==> config.mk <==
export PLATFORM = sky130hd
export DESIGN_NAME = osc_ctl_reg
export DESIGN_NICKNAME = d
export VERILOG_FILES = /design/src/rtl/osc_ctl_pkg.sv /design/src/rtl/osc_rdy_track.sv /design/src/rtl/osc_fault_mon.sv /design/src/rtl/osc_ctl_reg.sv
export SDC_FILE = /design/constraint.sdc
export NUM_CORES = 1
export LEC_CHECK = 0
export BUFFER_PORTS_ARGS = -buffer_cell sky130_fd_sc_hd__buf_4
export CAP_MARGIN = 20
export CORE_AREA = 5 5 81 83
export DETAILED_ROUTE_END_ITERATION = 8
export DIE_AREA = 0 0 86 88
export GPL_ROUTABILITY_DRIVEN = 0
export GPL_TIMING_DRIVEN = 1
export PLACE_DENSITY = 0.6
export SYNTH_ARGS = -nofsm -noshare
export SYNTH_HDL_FRONTEND = slang
export SYNTH_HIERARCHICAL = 1
export SYNTH_SLANG_ARGS = --single-unit
==> constraint.sdc <==
create_clock -name clk -period 3.3 [get_ports clk]
set_input_delay 0.165 -clock clk [delete_from_list [all_inputs] [get_ports clk]]
set_output_delay 0.165 -clock clk [all_outputs]
set_load 0.02 [all_outputs]
==> src/rtl/osc_ctl_pkg.sv <==
package osc_ctl_pkg;

  localparam int CAL_W  = 8;
  localparam int TRIM_W = 5;
  localparam int ADJ_W  = CAL_W + 1;

  // bit positions in the 32-bit control word
  localparam int P_RC_EN   = 0;
  localparam int P_RC_RDY  = 1;
  localparam int P_TRIM    = 3;
  localparam int P_CAL     = 8;
  localparam int P_XO_EN   = 16;
  localparam int P_XO_RDY  = 17;
  localparam int P_BYPASS  = 18;
  localparam int P_MON_EN  = 19;
  localparam int P_PLL_EN  = 24;
  localparam int P_PLL_RDY = 25;

  localparam logic [TRIM_W-1:0] TRIM_RESET = TRIM_W'(16);

  typedef struct packed {
    logic              pll_rdy;
    logic              pll_en;
    logic              mon_en;
    logic              bypass;
    logic              xo_rdy;
    logic              xo_en;
    logic [CAL_W-1:0]  cal;
    logic [TRIM_W-1:0] trim;
    logic              rc_rdy;
    logic              rc_en;
  } osc_state_t;

  function automatic logic [ADJ_W-1:0] osc_adjust(input logic [CAL_W-1:0] cal,
                                                  input logic [TRIM_W-1:0] trim);
    return ADJ_W'(cal) + ADJ_W'(trim);
  endfunction

  function automatic logic [31:0] osc_pack(input osc_state_t s);
    logic [31:0] w;
    w                        = '0;
    w[P_RC_EN]               = s.rc_en;
    w[P_RC_RDY]              = s.rc_rdy;
    w[P_TRIM +: TRIM_W]      = s.trim;
    w[P_CAL +: CAL_W]        = s.cal;
    w[P_XO_EN]               = s.xo_en;
    w[P_XO_RDY]              = s.xo_rdy;
    w[P_BYPASS]              = s.bypass;
    w[P_MON_EN]              = s.mon_en;
    w[P_PLL_EN]              = s.pll_en;
    w[P_PLL_RDY]             = s.pll_rdy;
    return w;
  endfunction

endpackage

==> src/rtl/osc_rdy_track.sv <==
module osc_rdy_track #(
  parameter int SETTLE    = 16,
  parameter int OFF_TICKS = 6,
  parameter bit RST_READY = 1'b0
) (
  input  logic clk,
  input  logic rst_n,
  input  logic en_i,
  input  logic stable_i,
  input  logic tick_i,
  output logic rdy_o
);

  localparam int SET_W = $clog2(SETTLE + 1);
  localparam int OFF_W = $clog2(OFF_TICKS + 1);

  logic [SET_W-1:0] set_cnt;
  logic [OFF_W-1:0] off_cnt;
  logic             rdy_q;

  // named events for the checks below
  logic settle_done;
  logic off_done;
  assign settle_done = en_i && stable_i && !rdy_q && (set_cnt == SET_W'(SETTLE - 1));
  assign off_done    = !en_i && rdy_q && tick_i && (off_cnt == OFF_W'(OFF_TICKS - 1));

  always_ff @(posedge clk) begin
    if (!rst_n) begin
      set_cnt <= '0;
      off_cnt <= '0;
      rdy_q   <= RST_READY;
    end else if (en_i) begin
      off_cnt <= '0;
      if (!stable_i) begin
        rdy_q   <= 1'b0;
        set_cnt <= '0;
      end else if (!rdy_q) begin
        if (settle_done) begin
          rdy_q   <= 1'b1;
          set_cnt <= '0;
        end else begin
          set_cnt <= set_cnt + 1'b1;
        end
      end
    end else begin
      set_cnt <= '0;
      if (rdy_q && tick_i) begin
        if (off_done) begin
          rdy_q   <= 1'b0;
          off_cnt <= '0;
        end else begin
          off_cnt <= off_cnt + 1'b1;
        end
      end
    end
  end

  assign rdy_o = rdy_q;


  rdy_rise_needs_stable_chk: assert property (@(posedge clk) disable iff (!rst_n)
    $rose(rdy_q) |-> $past(en_i && stable_i));


  rdy_fall_cause_chk: assert property (@(posedge clk) disable iff (!rst_n)
    $fell(rdy_q) |-> ($past(!en_i && tick_i) || $past(en_i && !stable_i)));


  rdy_hold_no_tick_chk: assert property (@(posedge clk) disable iff (!rst_n)
    (!en_i && !tick_i && rdy_q) |=> rdy_q);

endmodule

==> src/rtl/osc_fault_mon.sv <==
module osc_fault_mon (
  input  logic clk,
  input  logic rst_n,
  input  logic mon_en_i,
  input  logic xo_rdy_i,
  input  logic xo_fail_i,
  input  logic clr_i,
  output logic fault_o,
  output logic nmi_o
);

  logic watching;
  logic fault_evt;
  logic fault_q;
  logic nmi_q;

  assign watching  = mon_en_i && xo_rdy_i;
  assign fault_evt = watching && xo_fail_i;

  always_ff @(posedge clk) begin
    if (!rst_n) begin
      fault_q <= 1'b0;
      nmi_q   <= 1'b0;
    end else begin
      if (fault_evt)  fault_q <= 1'b1;
      else if (clr_i) fault_q <= 1'b0;
      nmi_q <= fault_evt && !fault_q;
    end
  end

  assign fault_o = fault_q;
  assign nmi_o   = nmi_q;


  fault_set_cause_chk: assert property (@(posedge clk) disable iff (!rst_n)
    $rose(fault_q) |-> $past(mon_en_i && xo_rdy_i && xo_fail_i));


  fault_sticky_chk: assert property (@(posedge clk) disable iff (!rst_n)
    (fault_q && !clr_i) |=> fault_q);


  nmi_with_fault_chk: assert property (@(posedge clk) disable iff (!rst_n)
    nmi_q |-> (fault_q && $rose(fault_q)));


  nmi_single_chk: assert property (@(posedge clk) disable iff (!rst_n)
    nmi_q |=> !nmi_q);

endmodule

==> src/rtl/osc_ctl_reg.sv <==
module osc_ctl_reg
  import osc_ctl_pkg::*;
#(
  parameter int SETTLE_CYCLES = 16,
  parameter int OFF_TICKS     = 6
) (
  input  logic             clk,
  input  logic             rst_n,
  input  logic [CAL_W-1:0] cal_in_i,
  input  logic             wr_en_i,
  input  logic [31:0]      wr_data_i,
  output logic [31:0]      rd_data_o,
  input  logic             rc_stable_i,
  input  logic             xo_stable_i,
  input  logic             pll_locked_i,
  input  logic             rc_tick_i,
  input  logic             xo_tick_i,
  input  logic             standby_enter_i,
  input  logic             standby_exit_i,
  input  logic             xo_fail_i,
  input  logic             sysclk_is_xo_i,
  input  logic             fault_clr_i,
  output logic             rc_en_o,
  output logic             xo_en_o,
  output logic             xo_bypass_o,
  output logic             pll_en_o,
  output logic [ADJ_W-1:0] adj_code_o,
  output logic             fault_o,
  output logic             nmi_o
);

  localparam int NSRC = 2;  // index 0: RC, index 1: crystal

  logic              rc_en_q, xo_en_q, pll_en_q, byp_q, mon_q, pll_rdy_q;
  logic [TRIM_W-1:0] trim_q;
  logic [CAL_W-1:0]  cal_q;

  // hardware-driven events
  logic rc_force;
  logic sb_clear;
  logic byp_wr_ok;
  assign rc_force  = standby_exit_i || (xo_fail_i && sysclk_is_xo_i);
  assign sb_clear  = standby_enter_i;
  assign byp_wr_ok = wr_en_i && !xo_en_q;

  always_ff @(posedge clk) begin
    if (!rst_n) begin
      rc_en_q  <= 1'b1;
      xo_en_q  <= 1'b0;
      pll_en_q <= 1'b0;
      byp_q    <= 1'b0;
      mon_q    <= 1'b0;
      trim_q   <= TRIM_RESET;
      cal_q    <= cal_in_i;
    end else begin
      if (rc_force)     rc_en_q <= 1'b1;
      else if (wr_en_i) rc_en_q <= wr_data_i[P_RC_EN];

      if (sb_clear)     xo_en_q <= 1'b0;
      else if (wr_en_i) xo_en_q <= wr_data_i[P_XO_EN];

      if (sb_clear)     pll_en_q <= 1'b0;
      else if (wr_en_i) pll_en_q <= wr_data_i[P_PLL_EN];

      if (byp_wr_ok)    byp_q <= wr_data_i[P_BYPASS];

      if (wr_en_i) begin
        mon_q  <= wr_data_i[P_MON_EN];
        trim_q <= wr_data_i[P_TRIM +: TRIM_W];
      end
    end
  end

  always_ff @(posedge clk) begin
    if (!rst_n) pll_rdy_q <= 1'b0;
    else        pll_rdy_q <= pll_en_q && pll_locked_i;
  end

  // ready trackers for the two oscillators
  logic [NSRC-1:0] trk_en, trk_stb, trk_tick, trk_rdy;
  assign trk_en   = {xo_en_q, rc_en_q};
  assign trk_stb  = {xo_stable_i, rc_stable_i};
  assign trk_tick = {xo_tick_i, rc_tick_i};

  for (genvar g = 0; g < NSRC; g++) begin : g_trk
    osc_rdy_track #(
      .SETTLE    (SETTLE_CYCLES),
      .OFF_TICKS (OFF_TICKS),
      .RST_READY (g == 0)
    ) u_trk (
      .clk      (clk),
      .rst_n    (rst_n),
      .en_i     (trk_en[g]),
      .stable_i (trk_stb[g]),
      .tick_i   (trk_tick[g]),
      .rdy_o    (trk_rdy[g])
    );
  end

  osc_fault_mon u_mon (
    .clk       (clk),
    .rst_n     (rst_n),
    .mon_en_i  (mon_q),
    .xo_rdy_i  (trk_rdy[1]),
    .xo_fail_i (xo_fail_i),
    .clr_i     (fault_clr_i),
    .fault_o   (fault_o),
    .nmi_o     (nmi_o)
  );

  osc_state_t st;
  always_comb begin
    st.rc_en   = rc_en_q;
    st.rc_rdy  = trk_rdy[0];
    st.trim    = trim_q;
    st.cal     = cal_q;
    st.xo_en   = xo_en_q;
    st.xo_rdy  = trk_rdy[1];
    st.bypass  = byp_q;
    st.mon_en  = mon_q;
    st.pll_en  = pll_en_q;
    st.pll_rdy = pll_rdy_q;
  end

  assign rd_data_o   = osc_pack(st);
  assign rc_en_o     = rc_en_q;
  assign xo_en_o     = xo_en_q;
  assign xo_bypass_o = byp_q;
  assign pll_en_o    = pll_en_q;
  assign adj_code_o  = osc_adjust(cal_q, trim_q);

  logic unused_wr_bits;
  assign unused_wr_bits = ^{wr_data_i[31:25], wr_data_i[23:20], wr_data_i[17],
                            wr_data_i[15:8], wr_data_i[2:1]};


  bypass_locked_chk: assert property (@(posedge clk) disable iff (!rst_n)
    xo_en_q |=> $stable(byp_q));


  standby_clear_chk: assert property (@(posedge clk) disable iff (!rst_n)
    standby_enter_i |=> (!xo_en_q && !pll_en_q));


  rc_force_chk: assert property (@(posedge clk) disable iff (!rst_n)
    (standby_exit_i || (xo_fail_i && sysclk_is_xo_i)) |=> rc_en_q);


  pll_rdy_rise_chk: assert property (@(posedge clk) disable iff (!rst_n)
    (pll_en_q && pll_locked_i) |=> pll_rdy_q);


  pll_rdy_drop_chk: assert property (@(posedge clk) disable iff (!rst_n)
    !pll_locked_i |=> !pll_rdy_q);


  cal_frozen_chk: assert property (@(posedge clk) disable iff (!rst_n)
    $past(rst_n) |-> $stable(cal_q));

endmodule

# Word level (Yosys, flattened, before mapping)
# Cells that the tools add are included.
# op_classes
add_sub_neg,5
eq_ne,4
muxes,18
n_bitwise,1
reduce_logical,39
# op_table
op,n
$logic_and 1x1->1,20
$mux 1,14
$add 5x1->5 const B,2
$eq 5x4->1 const B,2
$mux 5,2
$reduce_bool 2->1,5
$add 8x5->9,1
$reduce_or 2->1,4
$add 3x1->3 const B,2
$eq 3x3->1 const B,2
$mux 3,2
$reduce_and 3->1,2
$logic_not 1->1,5
$reduce_and 2->1,2
$logic_or 1x1->1,1
$not 1->1,1
# totals
ff_bits,39
input_bits,53
out_inout_bits,47
word_cells,83

# Depth between registers and ports, before layout
# Gate-level depths: netlist of the first run.
# depth
ltp_word,7
ltp_mapped,6

# Hierarchy
# The synthesis of the first run kept the hierarchy.
# modules_own_cells
mod,instances,cells_per_inst,area_each_um2,seq_area_each_um2
osc_ctl_reg,1,91,1002.2,460.4
osc_rdy_track (g_trk[0].u_trk),1,50,430.4,180.2
osc_rdy_track (g_trk[1].u_trk),1,46,417.9,180.2
osc_fault_mon,1,6,71.3,40.0

# Worst setup path before layout of the first run
# OpenSTA, ideal clock, no wires.
# synth_path
path_kind,flip-flop to output port
startpoint,register cal_q[0]
endpoint,output adj_code_o[4]
arrival_ps,1736
required_ps,3135
setup_slack_ps,1399
path_stages_with_launch,6
n_path_buf,0
path_cell_list,edfxtp_1 -> ha_1 -> fa_1 -> a21oi_1 -> o21bai_1 -> xor2_1
# synth_via
elab_chain_cells,1
# synth_lines
item,line,rtl
from (decl),osc_ctl_reg.sv:36,logic [CAL_W-1:0] cal_q;
from (signal assigned),osc_ctl_reg.sv:54,cal_q <= cal_in_i;
$add 8x5->9,osc_ctl_pkg.sv:36,return ADJ_W'(cal) + ADJ_W'(trim);
to (decl),osc_ctl_reg.sv:27,"output logic [ADJ_W-1:0] adj_code_o,"
# Every way passes these cells.

# Final worst setup path of the first run
# layout_path
startpoint,register cal_q[0]
endpoint,output adj_code_o[6]
# The elaborated chain is that of the path after synthesis.

==> summary.txt, run 1 <==
Routing
  • WL final: roughly 4000 um
  • Via count: 1521
  • # DRC: 0
  • Routed Antenna Nets: 0
  • Vias per Instance: 4.58
  • DRT iter0 DRCs: 67
  • Pre-Repair DR Iteration Count: 4
  • Routed len/inst: 12.1 um

Pwr
  • Static Leak: between 1 and 1.5 nW
  • Cell Pwr Density: 439 nW/um^2
  • IR drop worst, VDD: 0.000203 V
  • Switching portion of total power: approximately 27%
  • P_int: 0.796 mW
  • Psw: 0.300 mW
  • Sequential share of power: 47.5%
  • Logic pwr share: 19.5%
  • Clock share of power: 33.1%

STA
  • Final worst path period need: 2230 ps
  • Worst Tran Pin Value: just over 500 ps
  • RSZ-0062 raised after global routing: no
  • Max Transition Viols Final: 0
  • Hold Vio Cnt, Final: 0
  • Upper clock frequency limit: 448 MHz
  • Sum Neg Setup Slack: 0 ps
  • Crit share post-route: 67.6%
  • Final setup margin: 1070 ps
  • Final setup violation count: 0
  • Slew headroom: 66.1%
  • Worst Skew: 6.65 ps

Placement
  • Placed insts: 324
  • Worst slack, placed: 1380 ps
  • Detailed Place HPWL: between 3000 and 4000 um
  • IO Port Bufs: 66
  • Post-DP Area: 2390 um^2

Setup path
  • CP Launch Type: flip-flop
  • CP Class: reg -> out
  • Worst Path Required: 3130 ps
  • Worst Setup End Kind: output port
  • CP Data Arrival Time: 2070 ps
  • Worst-path maximum fanout: 2

Logic synthesis
  • Synth Warn #: 6
  • Mean Syn Cell Area: 9.96 um^2
  • Ys flop type: dfxtp_1
  • Distinct cell type count after synthesis: 43
  • Area leader, netlist: dfxtp_1
  • Post-Syn Instances: 193
  • Number of synthesized flops with an enable pin: 8
  • Most common cell in the netlist: dfxtp_1
  • Register area share after synthesis: 44.8%
  • Post-Syn Area: 1920 um^2
  • Dominant cells by area after synthesis: dfxtp_1 (32%), edfxtp_1 (13%), ha_1 (7.2%)
  • Yosys reg bits: 39
  • Synth top area share: around a third
  • Top cells by count, synth: dfxtp_1 (31), buf_4 (18), nand2_1 (17), nor2_1 (16)
  • Share of synthesized flip-flops with an asynchronous set or reset: 0%

Global route
  • Tot GR Track Use: 10.6%
  • Antenna violations before repair: 0
  • Largest net degree at the start of global routing: 16
  • Vias in the first global route: 1427
  • GRT overflow: 0
  • Global-route wire length before repair: 6360 um

Clocking
  • Clock buffer depth: 2
  • CTS buffer count: 5
  • H-tree depth: 2
  • CTS Root Cell: clkbuf_8
  • Hold-fix buffers at CTS: 0
  • Skew-Pair Late Insertion Delay: around 290 ps
  • Post_cts resized: 0
  • CTS tree: built
  • Worst-path clk slew: roughly 80 ps
  • Post-CTS setup buffer count: 0
  • Clock sinks: 39

Run
  • Max-cap violation count: 0

Die
  • Starting Density: 33.2%
  • Area of the die: 7570 um^2
  • Die X: 86 um
  • Core Box Area: 5780 um^2
  • I/O pin count: 100
  • # rows: 28
  • Chip height: 88 um

Finish
  • P&R area growth vs syn: 29.9%
  • Fillers: ~610
  • Fin area: about 2500 um^2
  • Share of layout cells above drive strength 1: 30.4%
  • Number of nets in the layout: 321
  • Multi-input logic area: 915 um^2
  • Ant diodes: 0
  • Sequential Area: 861 um^2
  • Final cell count without fillers: 332

Run status
  • Outcome: complete, no violations

Hold path
  • Hold Crit Class: in -> reg
[registers in the layout, indices dropped and copies added (netlist names)]
signal               cells
u_mon/nmi_o              1
xo_en_o                  1
trim_q                   5
pll_en_o                 1
g_trk.u_trk/off_cnt      6
pll_rdy_q                1
g_trk.u_trk/set_cnt     10
mon_q                    1
rc_en_o                  1
g_trk.u_trk/rdy_o        2
u_mon/fault_o            1
cal_q                    8
xo_bypass_o              1
[power by group through the flow]
stage / combinational (mW) / clock (mW) / sequential [mW]
after global routing: 0.230 / 0.394 / 0.524
after detailed placement: 0.216 / 0 / 0.532
after CTS: 0.216 / 0.376 / 0.520
after floorplan: 0.121 / 0 / 0.544
after global placement: 0.214 / 0 / 0.531
final: 0.213 / 0.363 / 0.520
[critical path: stages (launching register included)]
cell and delay (ps):
edfxtp_1 410, ha_1 240, fa_1 400, a21oi_1 240, o21ai_1 120, nand2_1 100
xnor2_1 110, buf_4 160
[logic make-up (layout without fill, tap and decap cells)]
group	after synthesis	in the layout	synth area share (%)
compound gates	31	31	10.9
other cells	1	11	0.195
fa+ha+maj	12	12	8.20
flops	39	39	44.8
xor+xnor	9	9	4.10
simple gates	64	64	17.0
mux	10	10	5.21
buf+inv	27	81	9.57
[per-stage QoR]
stage	hold slack (ps)	total power, mW	util (%)
after global routing	26.5	1.15	43.2
after detailed placement	344	0.747	41.4
after floorplan	227	0.666	-
after CTS	30.1	1.11	43.2
after global placement	343	0.745	41.4
final	46.2	1.10	43.2
[metal layers]
metal,part of all wire (%),track usage (%),vias to the layer above
li1,-,-,775
met2,47,18.1,47
met1,44,12.3,695
met4,0.85,3.45,0
met5,0,0,-
met3,8.1,3.67,4
[cells in the final DEF, fill, tap and decap left out, types with 4 or more instances in the layout]
master    synthesis  routed
edfxtp_1          8       8
nand3_1          11      11
ha_1             11      11
conb_1            1      11
dfxtp_1          31      31
mux2i_1          10      10
buf_4            18      66
xnor2_1           5       5
nor2_1           16      16
xor2_1            4       4
a21oi_1          11      11
clkbuf_8          0       5
nand2_1          17      17
inv_1             6       6
[final cells by class]
type                       instances  area share, %
clock inverter                     1          0.301
sequential                        39           34.5
multi-input combinational        137           36.6
timing repair buffer              66           19.8
inverter                           7           1.05
tap                               75           3.76
clock buffer                       7           3.91
[worst paths after layout]
check,from,to,slack [ps],depth (start not counted)
hold reg to reg,g_trk[0].u_trk/set_cnt[4],g_trk[0].u_trk/set_cnt[4],430,2
setup reg to reg,g_trk[1].u_trk/rdy_o,g_trk[1].u_trk/rdy_o,2040,3
setup / recovery,cal_q[0],adj_code_o[6],1070,7
hold / removal,cal_in_i[3],cal_q[3],50,1
No activity file was read; power rests on OpenSTA's default activity.
==> run 2: changes to the inputs <==
ABC_AREA = 1   (was unset)
CORE_AREA = 5 5 84 86   (was 5 5 81 83)
DIE_AREA = 0 0 89 91   (was 0 0 86 88)
PLACE_DENSITY = 0.61   (was 0.6)
clock period = 2 ns   (was 3.3 ns; I/O delays follow)
==> summary.txt, run 2 <==
Placement
  • Post-DP Area: around 2600 um^2
  • IO Port Bufs: 66
  • Worst slack, placed: 257 ps
  • Detailed Place HPWL: roughly 3600 um

Logic synthesis
  • Dominant cells by area after synthesis: dfxtp_1 (30%), edfxtp_1 (11%), nand2_1 (9.9%)
  • Register area share after synthesis: 41.1%
  • Yosys reg bits: 39
  • Mean Syn Cell Area: 7.95 um^2
  • Number of synthesized flops with an enable pin: 8
  • Ys flop type: dfxtp_1
  • Distinct cell type count after synthesis: 29
  • Post-Syn Area: 2090 um^2
  • Post-Syn Instances: 263
  • Share of synthesized flip-flops with an asynchronous set or reset: 0%
  • Synth Warn #: 6
  • Synth top area share: 29.7%
  • Top cells by count, synth: nand2_1 (55), dfxtp_1 (31), nor2_1 (25), nand3_1 (24), inv_1 (22)
  • Most common cell in the netlist: nand2_1
  • Area leader, netlist: dfxtp_1

Clocking
  • Worst-path clk slew: 80 ps
  • CTS buffer count: 5
  • H-tree depth: 2
  • Skew-Pair Late Insertion Delay: 290 ps
  • Clock buffer depth: 2
  • Clock sinks: 39
  • CTS tree: built
  • CTS Root Cell: clkbuf_8

Run status
  • Outcome: complete, no violations

STA
  • Upper clock frequency limit: 511 MHz
  • Sum Neg Setup Slack: 0 ps
  • RSZ-0062 raised after global routing: yes
  • Hold Vio Cnt, Final: 0
  • Final setup violation count: 0
  • Max Transition Viols Final: 0
  • Final worst path period need: 1960 ps
  • Crit share post-route: 97.8%
  • Final setup margin: between 40 and 50 ps
  • Worst Skew: 9.21 ps

Finish
  • Fillers: 623
  • Most frequent cells in the layout: buf_4 (69), nand2_1 (53), dfxtp_1 (31), nor2_1 (25), nand3_1 (24)
  • Largest registers: g_trk.u_trk/set_cnt x10, cal_q x8, g_trk.u_trk/off_cnt x6
  • Number of nets in the layout: roughly 400
  • Post-layout util: 45.2%
  • Largest register FFs: 10
  • Ant diodes: 0
  • Share of layout cells above drive strength 1: 29.6%
  • Most common cell after layout, fill and taps aside: buf_4
  • Fin area: 2810 um^2
  • Largest reg by FF count: g_trk.u_trk/set_cnt
  • P&R area growth vs syn: 34.2%

Global route
  • Largest net degree at the start of global routing: 17
  • Vias in the first global route: around 1800
  • Global-route wire length before repair: 8040 um
  • Antenna violations before repair: 0
  • Tot GR Track Use: 12.5%
  • GRT overflow: 0

Pwr
  • Static Leak: approximately 1.3 nW
  • IR drop worst, VDD: approximately 0.00036 V
  • Cell Pwr Density: ~690 nW/um^2

Setup path
  • R2R Path End: g_trk[0].u_trk/set_cnt[0]
  • CP Data Arrival Time: 1860 ps
  • Worst Path Required: 1900 ps
  • Worst-path maximum fanout: 2
  • Worst Setup End Kind: output port
  • FF-to-FF Start: g_trk[0].u_trk/set_cnt[0]
  • R2R depth: 8
  • Slack of the worst reg-to-reg path: 760 ps
  • CP Class: reg -> out
  • CP Launch Type: flip-flop

Die
  • # rows: 29
  • Starting Density: 33.7%
  • Area of the die: 8100 um^2
  • Die X: 89 um
  • Core Box Area: 6200 um^2
  • I/O pin count: 100
  • Chip height: approximately 91 um

Routing
  • # DRC: 0
  • Vias per Instance: between 4 and 5
  • Routed len/inst: 11.4 um
  • Routed Antenna Nets: 0
  • Via count: 1850
  • WL final: 4740 um
  • DRT iter0 DRCs: 71
  • Pre-Repair DR Iteration Count: 4

Hold path
  • Worst Hold Launch: wr_data_i[7]
  • Worst hold endpoint: trim_q[4]
  • Hold Crit Class: in -> reg
  • Hold path depth: 3

Run
  • Max-cap violation count: 0
## run 2: cell count changes after synthesis, sizes merged, moves of 4 or more
| cell | before | now |
|---|---|---|
| inv | 6 | 27 |
| o21ai | 5 | 11 |
| nand4 | 1 | 5 |
| mux2i | 10 | 0 |
| nor2 | 16 | 27 |
| or2 | 0 | 7 |
| nand2 | 18 | 60 |
| nand3 | 11 | 27 |
| xnor2 | 5 | 1 |
## run 2: how the worst max path moves through the flow
| stage | to | from | slack [ps] | depth (start not counted) |
|---|---|---|---|---|
| floorplan | adj_code_o[4] | cal_q[0] | 160 | 6 |
| global placement | adj_code_o[4] | cal_q[0] | 270 | 7 |
| detailed placement | adj_code_o[8] | cal_q[0] | 260 | 8 |
| CTS | adj_code_o[8] | cal_q[0] | 10 | 8 |
| global route | adj_code_o[4] | cal_q[0] | -50 | 7 |
| finish | adj_code_o[4] | cal_q[0] | 40 | 7 |
## run 2: final cells by class
cell class	count	area, um^2	area share (%)
multi-input cells	186	1030	36.8
flip-flops and latches	39	861	30.7
repair buffers	78	608	21.7
inverters	27	101	3.61
well taps	77	96.3	3.43
clock buffers	5	68.8	2.45
clock inverters	3	38.8	1.38
## run 2: worst max-delay path: stages, from the launching register on
cell and delay, ps:
edfxtp_1 440, ha_4 200, fa_2 370, nand2_2 70, nand2_2 60, and2_4 140, xor2_1 130, buf_4 160
## run 2: power by group
part	internal, mW	switching (mW)
combinational	0.187	0.228
clock	0.365	0.278
sequential	0.832	0.0333
## run 2: metrics by stage
stage	power, mW	hold WS (ps)	cells
after CTS	1.94	12.3	412
final	1.92	14.7	415
after global placement	1.27	280	395
after global routing	2.03	19.2	415
after detailed placement	1.27	279	395
after floorplan	1.13	184	273
## run 2: cell families after synthesis
group                      share of synthesized area, %
other                                             0.179
buffers and inverters                              12.4
adders and majority gates                          7.54
DFF                                                41.1
AOI/OAI and AO/OA                                  7.00
and+or+nand+nor                                    28.8
xor gates and xnor gates                           2.93
## run 2: per-layer routing
| layer | GRT usage [%] | vias to the layer above | wire length (um) |
|---|---|---|---|
| met3 | 2.99 | 6 | 307 |
| met1 | 15.4 | 821 | 2050 |
| met5 | 0 | - | 0 |
| met2 | 21.2 | 54 | 2320 |
| li1 | - | 969 | - |
| met4 | 4.09 | 0 | 63 |
## run 2: what timing repair did
| action | 4_1_cts | 5_1_grt |
|---|---|---|
| pin swaps | 0 | 3 |
| hold buffers | 9 | 0 |
| buffers inserted | 0 | 3 |
| resized for setup | 2 | 5 |
| endpoints found under the hold margin | 9 | 0 |
| setup endpoints to repair | 3 | 3 |
| gates cloned | 0 | 0 |
